<file path="src/rtl/page_fire_pkg.sv">
package page_fire_pkg;
  localparam int unsigned DEF_NUM_IN     = 3;
  localparam int unsigned DEF_NUM_OUT    = 3;
  localparam int unsigned DEF_DW         = 8;
  localparam int unsigned DEF_NUM_STATES = 8;
  localparam int unsigned DEF_OUT_MULT   = 5;

  typedef enum logic [0:0] {
    DP_SUM  = 1'b0,
    DP_PASS = 1'b1
  } dp_mode_e;
endpackage

</file>
<file path="src/rtl/page_sig_table.sv">
module page_sig_table #(
  parameter int unsigned NUM_STATES = 8,
  parameter int unsigned NUM_IN     = 3,
  parameter int unsigned NUM_OUT    = 3,
  parameter int unsigned OUT_MULT   = 5,
  localparam int unsigned SW        = $clog2(NUM_STATES)
) (
  input  logic [SW-1:0]      cur_state,
  output logic [NUM_IN-1:0]  need_in,
  output logic [NUM_OUT-1:0] make_out,
  output logic [SW-1:0]      succ_state
);
  localparam int unsigned IN_SPAN  = 1 << NUM_IN;
  localparam int unsigned OUT_SPAN = 1 << NUM_OUT;

  logic [NUM_IN-1:0]  tbl_in  [NUM_STATES];
  logic [NUM_OUT-1:0] tbl_out [NUM_STATES];
  logic [SW-1:0]      tbl_nxt [NUM_STATES];

  // One signature per state, derived arithmetically from the state index.
  for (genvar s = 0; s < NUM_STATES; s++) begin : g_sig
    localparam logic [31:0] IM = 32'(s % IN_SPAN);
    localparam logic [31:0] OM = 32'((s * OUT_MULT) % OUT_SPAN);
    localparam logic [31:0] NX = 32'((s + 1) % NUM_STATES);
    assign tbl_in[s]  = IM[NUM_IN-1:0];
    assign tbl_out[s] = OM[NUM_OUT-1:0];
    assign tbl_nxt[s] = NX[SW-1:0];
  end

  assign need_in    = tbl_in[cur_state];
  assign make_out   = tbl_out[cur_state];
  assign succ_state = tbl_nxt[cur_state];
endmodule

</file>
<file path="src/rtl/page_fire_gate.sv">
module page_fire_gate #(
  parameter int unsigned NUM_IN  = 3,
  parameter int unsigned NUM_OUT = 3
) (
  input  logic               enable,
  input  logic [NUM_IN-1:0]  need_in,
  input  logic [NUM_OUT-1:0] make_out,
  input  logic [NUM_IN-1:0]  tok_present,
  input  logic [NUM_OUT-1:0] space_free,
  output logic               go,
  output logic [NUM_IN-1:0]  take,
  output logic [NUM_OUT-1:0] give
);
  logic [NUM_IN-1:0]  in_ok;
  logic [NUM_OUT-1:0] out_ok;

  // A stream outside the signature counts as satisfied.
  for (genvar i = 0; i < NUM_IN; i++) begin : g_in
    assign in_ok[i] = ~need_in[i] | tok_present[i];
  end
  for (genvar j = 0; j < NUM_OUT; j++) begin : g_out
    assign out_ok[j] = ~make_out[j] | space_free[j];
  end

  assign go   = enable & (&in_ok) & (&out_ok);
  assign take = need_in  & {NUM_IN{go}};
  assign give = make_out & {NUM_OUT{go}};
endmodule

</file>
<file path="src/rtl/page_datapath.sv">
module page_datapath
  import page_fire_pkg::*;
#(
  parameter int unsigned NUM_IN  = 3,
  parameter int unsigned NUM_OUT = 3,
  parameter int unsigned DW      = 8,
  parameter dp_mode_e    MODE    = DP_SUM
) (
  input  logic [NUM_IN-1:0]           need_in,
  input  logic [NUM_IN-1:0][DW-1:0]   src,
  output logic [NUM_OUT-1:0][DW-1:0]  dst
);
  if (MODE == DP_SUM) begin : g_sum
    logic [DW-1:0] acc;
    always_comb begin
      acc = '0;
      for (int i = 0; i < NUM_IN; i++) begin
        if (need_in[i]) acc = acc + src[i];
      end
    end
    for (genvar j = 0; j < NUM_OUT; j++) begin : g_o
      localparam logic [31:0] OFS = 32'(j);
      assign dst[j] = acc + OFS[DW-1:0];
    end
  end else begin : g_pass
    for (genvar j = 0; j < NUM_OUT; j++) begin : g_o
      assign dst[j] = src[j % NUM_IN];
    end
  end
endmodule

</file>
<file path="src/rtl/page_state_reg.sv">
module page_state_reg #(
  parameter int unsigned SW = 3
) (
  input  logic          clk,
  input  logic          rst,
  input  logic          step,
  input  logic [SW-1:0] succ,
  output logic [SW-1:0] cur
);
  always_ff @(posedge clk) begin
    if (rst)       cur <= '0;
    else if (step) cur <= succ;
  end
endmodule

</file>
<file path="src/rtl/page_fire_ctrl.sv">
module page_fire_ctrl
  import page_fire_pkg::*;
#(
  parameter int unsigned NUM_IN     = DEF_NUM_IN,
  parameter int unsigned NUM_OUT    = DEF_NUM_OUT,
  parameter int unsigned DW         = DEF_DW,
  parameter int unsigned NUM_STATES = DEF_NUM_STATES,
  parameter int unsigned OUT_MULT   = DEF_OUT_MULT,
  parameter dp_mode_e    MODE       = DP_SUM,
  localparam int unsigned SW        = $clog2(NUM_STATES)
) (
  input  logic                        clk,
  input  logic                        rst,
  input  logic [NUM_IN-1:0]           in_valid,
  output logic [NUM_IN-1:0]           in_ready,
  input  logic [NUM_IN-1:0][DW-1:0]   in_data,
  output logic [NUM_OUT-1:0]          out_valid,
  input  logic [NUM_OUT-1:0]          out_ready,
  output logic [NUM_OUT-1:0][DW-1:0]  out_data,
  output logic                        fire,
  output logic [SW-1:0]               state
);
  logic [NUM_IN-1:0]  need_in;
  logic [NUM_OUT-1:0] make_out;
  logic [SW-1:0]      succ_state;

  page_sig_table #(
    .NUM_STATES(NUM_STATES), .NUM_IN(NUM_IN),
    .NUM_OUT(NUM_OUT), .OUT_MULT(OUT_MULT)
  ) sig_i (
    .cur_state(state), .need_in(need_in),
    .make_out(make_out), .succ_state(succ_state)
  );

  page_fire_gate #(.NUM_IN(NUM_IN), .NUM_OUT(NUM_OUT)) gate_i (
    .enable(~rst), .need_in(need_in), .make_out(make_out),
    .tok_present(in_valid), .space_free(out_ready),
    .go(fire), .take(in_ready), .give(out_valid)
  );

  page_datapath #(.NUM_IN(NUM_IN), .NUM_OUT(NUM_OUT), .DW(DW), .MODE(MODE)) dp_i (
    .need_in(need_in), .src(in_data), .dst(out_data)
  );

  page_state_reg #(.SW(SW)) st_i (
    .clk(clk), .rst(rst), .step(fire), .succ(succ_state), .cur(state)
  );

  // quiet handshake while in reset
  p_reset_quiet_r1: assert property (@(posedge clk)
    rst |-> (!fire && in_ready == '0 && out_valid == '0));

  // a firing needs every required token present
  p_fire_tokens_r3: assert property (@(posedge clk) disable iff (rst)
    fire |-> ((in_valid & need_in) == need_in));

  // a firing needs space on every produced output
  p_fire_space_r3: assert property (@(posedge clk) disable iff (rst)
    fire |-> ((out_ready & make_out) == make_out));

  // inputs are taken only in a firing cycle
  p_take_only_on_fire_r5: assert property (@(posedge clk) disable iff (rst)
    (in_ready != '0) |-> fire);

  // outputs are offered only in a firing cycle
  p_give_only_on_fire_r6: assert property (@(posedge clk) disable iff (rst)
    (out_valid != '0) |-> fire);

  // state holds without a firing
  p_state_hold_r7: assert property (@(posedge clk) disable iff (rst)
    !fire |=> $stable(state));

  // state steps on a firing
  p_state_step_r7: assert property (@(posedge clk) disable iff (rst)
    fire |=> (state == $past(succ_state)));

  // empty signature always fires
  p_empty_fires_r8: assert property (@(posedge clk) disable iff (rst)
    (need_in == '0 && make_out == '0) |-> fire);

  // a blocked output stalls every input
  p_backpressure_r10: assert property (@(posedge clk) disable iff (rst)
    ((out_ready & make_out) != make_out) |-> (in_ready == '0));
endmodule

</file>
<file path="config.mk">
export PLATFORM = sky130hd
export DESIGN_NAME = page_fire_ctrl
export DESIGN_NICKNAME = d
export VERILOG_FILES = /design/src/rtl/page_fire_pkg.sv /design/src/rtl/page_sig_table.sv /design/src/rtl/page_fire_gate.sv /design/src/rtl/page_datapath.sv /design/src/rtl/page_state_reg.sv /design/src/rtl/page_fire_ctrl.sv
export SDC_FILE = /design/constraint.sdc
export NUM_CORES = 1
export LEC_CHECK = 0
export ABC_AREA = 1
export BUFFER_PORTS_ARGS = -buffer_cell sky130_fd_sc_hd__buf_2
export CORE_ASPECT_RATIO = 1.1
export CORE_MARGIN = 10
export CORE_UTILIZATION = 39
export DETAILED_ROUTE_END_ITERATION = 16
export GPL_TIMING_DRIVEN = 0
export PLACE_DENSITY = 0.67
export SYNTH_ARGS = -nofsm -noshare
export SYNTH_HDL_FRONTEND = slang
export SYNTH_SLANG_ARGS = --single-unit
</file>
<file path="constraint.sdc">
create_clock -name clk -period 8.76 [get_ports clk]
set_input_delay 0.876 -clock clk [delete_from_list [all_inputs] [get_ports clk]]
set_output_delay 0.876 -clock clk [all_outputs]
set_load 0.02 [all_outputs]
</file>
==> results.md <==
* Layout Area Growth over Synthesis at 26.7%
* DR WL/cell at 11.8 um
* CTS Buf Count at 3
* WL final at 4730 um
* Critical Path RT at 7.88 ns
* Mapped Cells at 280
* Met3 Usage GRT at 3.07%
* Part of the power in combinational logic at 80.3%
* Final hold vios at 0
* HP Class: reg2reg
* Crit Path Category: in2out
* Worst slew pin tran at 0.433 ns
* MaxCap Viol Count at 0
* Net Count, Synth at 333
* Multi-input combinational cell area at 0.00135 sq mm
* Ports at 66
* Port bufs at 65
* H-Tree Depth at 1
* Met1 Use GR at 14.9%
* Post-synthesis sequential area ratio at 3.68%
* Row Count at 24
* Yosys Warn Count at 0
* Final min period at 4.76 ns
* CP Launch Type: input pin
* Post-cts sizing count at 0
* Setup Fix Bufs, Post-CTS at 0
* Placer Congestion at 0.823
* Synth area leader: nand2_1
* Total grt overflow at 0
* ANT cells at 0
* Number of enable flip-flop cells after synthesis at 0
* Clk_skew at 0.00142 ns
* Fin Hold WS at 0.774 ns
* Worst-Skew Late Latency at 0.21 ns
* Filler cells at 436
* Top FF cell, synth: dfxtp_1
* Cell Int Power at 130 uW
* Status: complete, no violations
* Setup TNS at 0 ns
* Die area at 0.00717 sq mm
* Initial Util at 40.9%
* Max reg flops at 3
* Lkg Pwr at 1.24 nW
* Tot GR Track Use at 13.3%
* Sequential Area at 60.1 sq um
* Crit. End Element: output port
* Via density at 4.74
* DRC Markers at 0
* Maximum VDD drop at 103 uV
* Crit path DAT at 3.89 ns
* Net Sw Frac at 56.5%
* Psw at 169 uW
* Drt initial violations at 62
* CTS Hold Bufs at 0
* Busiest grt layer: met2
* Sequential share of power at 6.3%
* # setup viols final at 0
* Worst-path clk slew at 0.03 ns
* Met2 GRT Util at 25.0%
* Synth unique cells at 29
* PwrDens at 145 mW/mm^2
* FMAX at 210 MHz
* Commonest cells in the netlist: nand2_1 (91), inv_1 (31), nor2_1 (27)
* TritonRoute pass-1 iters at 4
* ANT nets after route at 0
* Synth Register Bits at 3
* Largest registers: st_i.cur: 3 flops
* Chip Width at 81.7 um
* RSZ-0062 raised after global routing: no
* Pin count of the biggest net entering global routing at 11
* CTS Buffer Depth at 2
* Clk sinks at 3
* Rel. slew slack at 71.1%
* Die Ht at 87.8 um
* Cell Area, Synth at 0.00163 sq mm
* Final core utilization at 51.8%
* Final period utilization at 54.4%
* Clock power frac at 13.4%
* CP Max Fanout at 4
* Most frequent cell after synthesis: nand2_1
* CTS tree: done
* Core Area at 0.00399 sq mm
* Final layout net count at 403
* Syn avg cell area at 5.83 sq um
* Asr flop ratio synth at 0%
* Largest Register: st_i.cur
* Share of cells above drive strength 1 at 34.1%
* Count of pins over their slew limit at 0
* Clock Tree Root: clkbuf_8
* Synth top area cells: nand2_1 (21%), ha_1 (15%), nand3_1 (7.4%), inv_1 (7.1%), nor2_1 (6.2%)
* Top-area cell type share of the netlist area at 20.9%
* Initial antenna violation count at 0
* DR vias at 1899
* Dpl hpwl at 4180 um
* Vias in the first global route at 1879
* First-pass GRT wire length at 8050 um
==> worst max-delay path, stage by stage <==
cell and delay (ns):
buf_2 0.10, nand2_2 0.07, inv_1 0.04, ha_1 0.18, inv_1 0.09, fa_1 0.43
o21ai_2 0.19, inv_1 0.08, fa_1 0.43, xor2_1 0.17, o21ai_2 0.22, ha_1 0.26
inv_1 0.05, nor2_1 0.14, nand4_1 0.14, nor2_2 0.12, nand2_1 0.06, nand2_1 0.05
nand2_1 0.04, buf_2 0.15
==> per-stage QoR <==
step,cell area [sq um],setup slack [ns],cells,total power [mW]
2_1_floorplan,1630,4.27,280,0.197
3_3_place_gp,2020,4.01,397,0.258
3_5_place_dp,2020,4.00,397,0.262
4_1_cts,2070,3.99,401,0.303
5_1_grt,2070,3.74,401,0.332
6_report,2070,4.00,401,0.299
==> cells in the final DEF, fill, tap and decap left out <==
master    instances
nand3_1          24
buf_2            65
and2_4            1
o21ai_0           3
o21ai_4           1
nand3b_1          3
dfxtp_1           3
fa_1              2
buf_6             3
o21bai_1          3
inv_2             9
o21ai_2           5
ha_1             19
nand4_1           4
a31oi_1           1
nand2_2           8
clkbuf_1          2
xor2_1            6
buf_4             4
nor2_1           27
nand3_2          10
nor2_2            5
a211oi_1          3
nand2_1          91
inv_1            31
a21oi_1           6
nand2_4           2
or2_2             2
clkbuf_8          3
nor4_4            1
o21ai_1           2
==> worst paths after layout <==
kind / start / endpoint / slack, ns / depth (start not counted)
max reg2reg: st_i.cur[0] / st_i.cur[2] / 7.16 / 9
min reg2reg: st_i.cur[1] / st_i.cur[2] / 0.77 / 2
max: in_data[0] / out_data[15] / 4.00 / 20
min: st_i.cur[1] / st_i.cur[2] / 0.77 / 2
==> power by group through the flow <==
| stage | combinational (mW) | clock, mW | sequential (mW) |
|---|---|---|---|
| 2_1_floorplan | 0.177 | 0 | 0.0201 |
| 3_3_place_gp | 0.239 | 0 | 0.0190 |
| 3_5_place_dp | 0.243 | 0 | 0.0191 |
| 4_1_cts | 0.244 | 0.0409 | 0.0189 |
| 5_1_grt | 0.270 | 0.0424 | 0.0193 |
| 6_report | 0.240 | 0.0400 | 0.0189 |
==> routing by layer <==
layer  wire, um  part of all wire [%]  vias to the layer above
met1       2000                    42                      817
met4         10                  0.21                        0
met2       2360                    50                       47
met3        360                   7.6                        2
li1           -                     -                     1033
met5          0                     0                        -
==> cell families after synthesis <==
logic type               Yosys count  synth area share [%]
AND/OR/NAND/NOR                  178                  52.5
flip-flops                         3                  3.68
buffers and inverters             48                  13.3
XOR/XNOR                           6                  3.22
AO/OA/AOI/OAI                     24                  10.2
adder cells (fa/ha/maj)           21                  17.0
==> cell type report <==
cell class | count | area share, %
buffer | 8 | 3.27
clock buffer | 4 | 2.18
inverter | 40 | 7.26
multi-input combinational | 229 | 65.5
sequential | 3 | 2.91
tap | 52 | 3.15
timing repair buffer | 65 | 15.7
No activity file was read; power rests on OpenSTA's default activity.
